### src/rtl/chan_swizzle_pkg.sv
package chan_swizzle_pkg;

    // request layout
    typedef enum logic [1:0] {
        TILE_LINEAR = 2'd0,
        TILE_X      = 2'd1,
        TILE_Y      = 2'd2,
        TILE_SPARE  = 2'd3
    } tile_e;

    // channel mode field of the configuration word
    typedef enum logic [1:0] {
        CH_SINGLE      = 2'd0,
        CH_UNEVEN      = 2'd1,
        CH_INTERLEAVED = 2'd2,
        CH_SPARE       = 2'd3
    } chan_e;

    // reduced configuration class
    typedef enum logic [2:0] {
        CLS_PLAIN   = 3'd0,
        CLS_BASE    = 3'd1,
        CLS_XOR11   = 3'd2,
        CLS_XOR17   = 3'd3,
        CLS_UNKNOWN = 3'd4
    } cfg_cls_e;

    // reported fold code
    typedef enum logic [2:0] {
        SWZ_NONE     = 3'd0,
        SWZ_B9       = 3'd1,
        SWZ_B9_10    = 3'd2,
        SWZ_B9_11    = 3'd3,
        SWZ_B9_10_11 = 3'd4,
        SWZ_B9_17    = 3'd5,
        SWZ_B9_10_17 = 3'd6,
        SWZ_UNKNOWN  = 3'd7
    } swz_e;

    // configuration word field positions
    localparam int CH_LSB      = 0;
    localparam int CH_MSB      = 1;
    localparam int XOR_OFF_BIT = 2;
    localparam int XOR_B17_BIT = 3;

    // address bit that receives the fold
    localparam int TARGET_BIT = 6;

    typedef struct packed {
        logic use9;
        logic use10;
        logic use11;
        logic use17;
    } fold_t;

    function automatic fold_t fold_of(input swz_e m);
        fold_t f;
        f = '0;
        unique case (m)
            SWZ_B9:       f = '{use9: 1'b1, use10: 1'b0, use11: 1'b0, use17: 1'b0};
            SWZ_B9_10:    f = '{use9: 1'b1, use10: 1'b1, use11: 1'b0, use17: 1'b0};
            SWZ_B9_11:    f = '{use9: 1'b1, use10: 1'b0, use11: 1'b1, use17: 1'b0};
            SWZ_B9_10_11: f = '{use9: 1'b1, use10: 1'b1, use11: 1'b1, use17: 1'b0};
            SWZ_B9_17:    f = '{use9: 1'b1, use10: 1'b0, use11: 1'b0, use17: 1'b1};
            SWZ_B9_10_17: f = '{use9: 1'b1, use10: 1'b1, use11: 1'b0, use17: 1'b1};
            default:      f = '0;
        endcase
        return f;
    endfunction

endpackage

### src/rtl/swz_cfg_decode.sv
module swz_cfg_decode
    import chan_swizzle_pkg::*;
#(
    parameter int CFG_W = 32,
    parameter int SZ_W  = 16
) (
    input  logic [CFG_W-1:0] cfg_word,
    input  logic             cfg_by_size,
    input  logic [SZ_W-1:0]  size_a,
    input  logic [SZ_W-1:0]  size_b,
    output cfg_cls_e         cls
);

    localparam logic [CFG_W-1:0] ALL_ONES = {CFG_W{1'b1}};

    chan_e ch_mode;
    logic  xor_off;
    logic  xor_b17;

    assign ch_mode = chan_e'(cfg_word[CH_MSB:CH_LSB]);
    assign xor_off = cfg_word[XOR_OFF_BIT];
    assign xor_b17 = cfg_word[XOR_B17_BIT];

    always_comb begin
        cls = CLS_PLAIN;
        if (cfg_by_size) begin
            cls = (size_a == size_b) ? CLS_BASE : CLS_PLAIN;
        end else if (cfg_word == ALL_ONES) begin
            cls = CLS_UNKNOWN;
        end else begin
            unique case (ch_mode)
                CH_INTERLEAVED: begin
                    if (xor_off)
                        cls = CLS_BASE;
                    else if (xor_b17)
                        cls = CLS_XOR17;
                    else
                        cls = CLS_XOR11;
                end
                default: cls = CLS_PLAIN;
            endcase
        end
    end

endmodule

### src/rtl/swz_addr_remap.sv
module swz_addr_remap
    import chan_swizzle_pkg::*;
#(
    parameter int AW = 32
) (
    input  logic [AW-1:0] addr_in,
    input  tile_e         tile,
    input  cfg_cls_e      cls,
    output logic [AW-1:0] addr_out,
    output swz_e          mode,
    output logic          no_tile
);

    logic a9, a10, a11, a17;
    logic flip;
    fold_t fold;

    assign a9  = addr_in[9];
    assign a10 = addr_in[10];

    generate
        if (AW > 11) begin : g_b11
            assign a11 = addr_in[11];
        end else begin : g_no_b11
            assign a11 = 1'b0;
        end
        if (AW > 17) begin : g_b17
            assign a17 = addr_in[17];
        end else begin : g_no_b17
            assign a17 = 1'b0;
        end
    endgenerate

    always_comb begin
        mode = SWZ_NONE;
        unique case (tile)
            TILE_X: begin
                unique case (cls)
                    CLS_BASE:    mode = SWZ_B9_10;
                    CLS_XOR11:   mode = SWZ_B9_10_11;
                    CLS_XOR17:   mode = SWZ_B9_10_17;
                    CLS_UNKNOWN: mode = SWZ_UNKNOWN;
                    default:     mode = SWZ_NONE;
                endcase
            end
            TILE_Y: begin
                unique case (cls)
                    CLS_BASE:    mode = SWZ_B9;
                    CLS_XOR11:   mode = SWZ_B9_11;
                    CLS_XOR17:   mode = SWZ_B9_17;
                    CLS_UNKNOWN: mode = SWZ_UNKNOWN;
                    default:     mode = SWZ_NONE;
                endcase
            end
            default: mode = SWZ_NONE;
        endcase
    end

    assign fold = fold_of(mode);
    assign flip = (fold.use9 & a9) ^ (fold.use10 & a10) ^
                  (fold.use11 & a11) ^ (fold.use17 & a17);

    always_comb begin
        addr_out             = addr_in;
        addr_out[TARGET_BIT] = addr_in[TARGET_BIT] ^ flip;
    end

    assign no_tile = (cls == CLS_UNKNOWN) || (cls == CLS_XOR17);

endmodule

### src/rtl/swz_out_stage.sv
module swz_out_stage #(
    parameter int DW = 36
) (
    input  logic          clk,
    input  logic          rst_n,
    input  logic          in_valid,
    output logic          in_ready,
    input  logic [DW-1:0] in_data,
    output logic          out_valid,
    input  logic          out_ready,
    output logic [DW-1:0] out_data
);

    typedef enum logic {
        ST_EMPTY = 1'b0,
        ST_FULL  = 1'b1
    } stage_e;

    stage_e        state_q, state_d;
    logic [DW-1:0] data_q;
    logic          take;
    logic          drain;

    assign take  = in_valid && in_ready;
    assign drain = out_valid && out_ready;

    always_ff @(posedge clk) begin
        if (!rst_n)
            state_q <= ST_EMPTY;
        else
            state_q <= state_d;
    end

    always_comb begin
        state_d = state_q;
        unique case (state_q)
            ST_EMPTY: if (take) state_d = ST_FULL;
            ST_FULL:  if (drain && !take) state_d = ST_EMPTY;
            default:  state_d = ST_EMPTY;
        endcase
    end

    always_comb begin
        out_valid = (state_q == ST_FULL);
        in_ready  = (state_q == ST_EMPTY) || out_ready;
        out_data  = data_q;
    end

    always_ff @(posedge clk) begin
        if (!rst_n)
            data_q <= '0;
        else if (take)
            data_q <= in_data;
    end

endmodule

### src/rtl/chan_swizzle_xlate.sv
module chan_swizzle_xlate
    import chan_swizzle_pkg::*;
#(
    parameter int AW    = 32,
    parameter int CFG_W = 32,
    parameter int SZ_W  = 16
) (
    input  logic             clk,
    input  logic             rst_n,
    input  logic             req_valid,
    output logic             req_ready,
    input  logic [AW-1:0]    req_addr,
    input  logic [1:0]       req_tile,
    input  logic [CFG_W-1:0] cfg_word,
    input  logic             cfg_by_size,
    input  logic [SZ_W-1:0]  cfg_size_a,
    input  logic [SZ_W-1:0]  cfg_size_b,
    output logic             rsp_valid,
    input  logic             rsp_ready,
    output logic [AW-1:0]    rsp_addr,
    output logic [2:0]       rsp_mode,
    output logic             rsp_no_tile
);

    localparam int DW = AW + 4;

    cfg_cls_e      cls;
    swz_e          mode;
    logic [AW-1:0] addr_x;
    logic          no_tile;
    logic [DW-1:0] pack_in;
    logic [DW-1:0] pack_out;

    swz_cfg_decode #(.CFG_W(CFG_W), .SZ_W(SZ_W)) u_decode (
        .cfg_word    (cfg_word),
        .cfg_by_size (cfg_by_size),
        .size_a      (cfg_size_a),
        .size_b      (cfg_size_b),
        .cls         (cls)
    );

    swz_addr_remap #(.AW(AW)) u_remap (
        .addr_in  (req_addr),
        .tile     (tile_e'(req_tile)),
        .cls      (cls),
        .addr_out (addr_x),
        .mode     (mode),
        .no_tile  (no_tile)
    );

    assign pack_in = {no_tile, mode, addr_x};

    swz_out_stage #(.DW(DW)) u_stage (
        .clk       (clk),
        .rst_n     (rst_n),
        .in_valid  (req_valid),
        .in_ready  (req_ready),
        .in_data   (pack_in),
        .out_valid (rsp_valid),
        .out_ready (rsp_ready),
        .out_data  (pack_out)
    );

    assign rsp_addr    = pack_out[AW-1:0];
    assign rsp_mode    = pack_out[AW+2:AW];
    assign rsp_no_tile = pack_out[AW+3];

endmodule

### config.mk
export PLATFORM = sky130hd
export DESIGN_NAME = chan_swizzle_xlate
export DESIGN_NICKNAME = d
export VERILOG_FILES = /design/src/rtl/chan_swizzle_pkg.sv /design/src/rtl/swz_cfg_decode.sv /design/src/rtl/swz_addr_remap.sv /design/src/rtl/swz_out_stage.sv /design/src/rtl/chan_swizzle_xlate.sv
export SDC_FILE = /design/constraint.sdc
export NUM_CORES = 1
export LEC_CHECK = 0
export BUFFER_PORTS_ARGS = -buffer_cell sky130_fd_sc_hd__buf_2
export CAP_MARGIN = 20
export CORE_UTILIZATION = 43
export CTS_CLUSTER_SIZE = 14
export DETAILED_ROUTE_END_ITERATION = 10
export PLACE_DENSITY = 0.91
export SYNTH_ARGS = -nofsm -noshare
export SYNTH_HDL_FRONTEND = slang
export SYNTH_HIERARCHICAL = 1
export SYNTH_SLANG_ARGS = --single-unit
export TNS_END_PERCENT = 30
### constraint.sdc
create_clock -name clk -period 3.25 [get_ports clk]
set_input_delay 0.4875 -clock clk [delete_from_list [all_inputs] [get_ports clk]]
set_output_delay 0.4875 -clock clk [all_outputs]
set_load 0.05 [all_outputs]
==> out/metrics.yaml <==
status: "completed"
maxCapViolCount: 0
synthArstFlopShare_pct: 0
crit_fanout: 9
rows: 26
synth_fa_ha_area_share_pct: 1.11
clock_skew_ns: 0.00313
grt_pass1_wl_mm: 7.04
regToRegStartpoint: "u_stage/out_valid"
vias_per_cell: 4.72
finalMaxSlewViolations: 0
drt-total-wl_mm: 4.97
grt_pass1_vias: 1764
crit_type: "input pin to flip-flop"
cts_tree: "built"
synth-simple-area-share_pct: 22.0
reg2regPathDepth: 3
core_mm2: 0.00507
max_slew_margin_pct: 57.6
rrSetupSlack_ns: 1.91
num_vias: 2093
seq_area_frac_synth_pct: 32.8
antenna_found_initial: 0
insertion_delay_ns: 0.28
final-setup-viol-count: 0
synthFlopType: "dfxtp_1"
synth_xor_area_share_pct: 6.98
cp.required_ns: 3.47
cts_hold_buf: 0
ios: 141
hold_start: "req_addr[3]"
max_freq_mhz: 385
hp-class: "input pin to flip-flop"
finalHoldViolCount: 0
grt_max_degree: 74
cts_made_buffers: 5
area_delta_synth_final_pct: 27.0
utilization_pct: 56.5
synth_edf_count: 0
period_minus_slack_ns: 2.60
track_usage_pct: 16.6
drtIter0Drc: 67
arrival_ns: 2.81
fillers: 476
antenna_left: 0
hold_end: "u_stage/out_data[3]"
post-route-period-util_pct: 79.9
startpoint: "cfg_size_b[14]"
min_delay_path_depth: 3
die_x_um: 74.5
synth_seq_cells: 37
synthMuxAreaShare_pct: 16.9
gp_congestion: 0.824
cts_setup_buffers: 0
p_leak_nw: 1.49
synth_area_mm2: 0.00226
rsz0062_at_grt: "false"
cts-root-buf: "clkbuf_8"
cts_buffer_depth: 2
timing.setup.tns_ns: 0
worst_slew_pin_slew_ns: 0.636
r2r_end: "u_stage/out_data[33]"
synth_top_family_by_area: "simple AND/OR/NAND/NOR gates"
crit_path_end_kind: "flip-flop"
grt-ovfl-total: 0
dieArea_mm2: 0.00554
antennaDiodeCount: 0
ir_worst_vdd_v: 0.000176
worstSetupStartpointType: "input pin"
start_util_pct: 44.5
synth_cells: 267
cts_resized: 0
wl_per_cell_um: 11.2
dieHeight_um: 74.5
power_density_mw_per_mm2: 441
portBuffers: 140
syn_nets: 372
syn_area_per_cell_um2: 8.45
synth-compound-area-share_pct: 3.99
dp_hpwl_mm: 3.81
drive_above_1_share_pct: 41.8
cts_max_level: 2
path_clk_slew_ns: 0.07
ys_types: 33
ys_warn_count: 6
fin_nets: 477
clock-sinks: 37
post-route-drc-count: 0
first_pass_iters: 4
==> sequential cells by signal, indices dropped and copies added, names as in the netlist <==
signal             cells
u_stage/out_valid      1
u_stage/out_data      36
==> through the flow <==
stage	setup slack [ns]	cells	instance area [um2]	total power, W	hold slack, ns
CTS	0.614	442	2840	0.00128	0.434
global placement	0.428	434	2710	0.000797	0.439
global route	0.377	443	2870	0.00133	0.437
floorplan	0.845	267	2260	0.000738	0.626
detailed placement	0.311	434	2710	0.000806	0.444
finish	0.654	443	2870	0.00126	0.440
==> layout by cell type, fill, tap and decap left out, drive strengths merged, types with 2 or more instances in the layout <==
cell / netlist / final
buf: 39 / 143
nand2b: 2 / 2
nand2: 76 / 76
inv: 3 / 3
dfxtp: 37 / 37
mux2i: 37 / 37
xor2: 17 / 17
clkbuf: 6 / 5
nor2b: 3 / 3
ha: 2 / 2
nor3: 2 / 2
a21oi: 4 / 4
or4: 2 / 2
bufinv: 0 / 2
nand4: 10 / 10
nor2: 7 / 7
o21ai: 6 / 6
nor4: 4 / 4
==> worst max-delay path by stage <==
stage	to	slack, ns	depth (start not counted)
after floorplan	u_stage/out_data[32]	0.85	8
after global placement	u_stage/out_data[6]	0.43	11
after detailed placement	u_stage/out_data[6]	0.31	11
after CTS	u_stage/out_data[6]	0.61	11
after global routing	u_stage/out_data[6]	0.38	11
final	u_stage/out_data[6]	0.65	11
==> area by class of cell <==
type | count | area, um2 | share of cell area, %
clock buffers | 5 | 68.8 | 2.40
clock inverters | 3 | 65.1 | 2.27
inverters | 3 | 11.3 | 0.393
multi-input cells | 182 | 1150 | 40.1
flip-flops and latches | 37 | 741 | 25.8
well taps | 70 | 87.6 | 3.06
repair buffers | 143 | 743 | 25.9
==> cells in the mapped netlist, drive strengths merged, types with 2 or more instances <==
cell / number / share of area [%]
a21oi: 4 / 0.89
buf: 39 / 15
clkbuf: 6 / 1.0
dfxtp: 37 / 33
ha: 2 / 1.1
inv: 3 / 0.50
mux2i: 37 / 16
nand2: 76 / 13
nand2b: 2 / 0.89
nand4: 10 / 3.0
nor2: 7 / 1.2
nor2b: 3 / 0.83
nor3: 2 / 0.44
nor4: 4 / 1.4
o21ai: 6 / 1.3
or4: 2 / 0.66
xor2: 17 / 6.6
==> routing by layer <==
metal  part of all wire (%)  GRT usage [%]  routed length, um
met1                     39           15.5               1920
met2                     53           33.8               2650
met3                    6.7           3.93                334
met4                    1.0           6.50                 52
met5                      0              0                  0
==> cell families (layout without fill, tap and decap cells) <==
logic type               count (synthesis)  in the layout
AO/OA/AOI/OAI                           15             15
XOR/XNOR                                18             18
adder cells (fa/ha/maj)                  2              2
buffers and inverters                   48            154
flip-flops                              37             37
multiplexers                            38             38
AND/OR/NAND/NOR                        109            109
==> critical path, stage by stage <==
cell     delay (ns)
buf_2          0.10
xor2_1         0.15
nor4_1         0.32
nand4_1        0.13
o21ai_1        0.46
o22ai_1        0.16
or4_1          0.48
mux2i_1        0.18
xor2_1         0.16
nand2_1        0.07
mux2i_1        0.12
==> where the power goes <==
part	switching (W)	internal, W	total [W]
clock	0.000161	0.000305	0.000465
sequential	0.0000119	0.000480	0.000492
combinational	0.000193	0.000113	0.000306
Power figures use the tool's default switching activity.
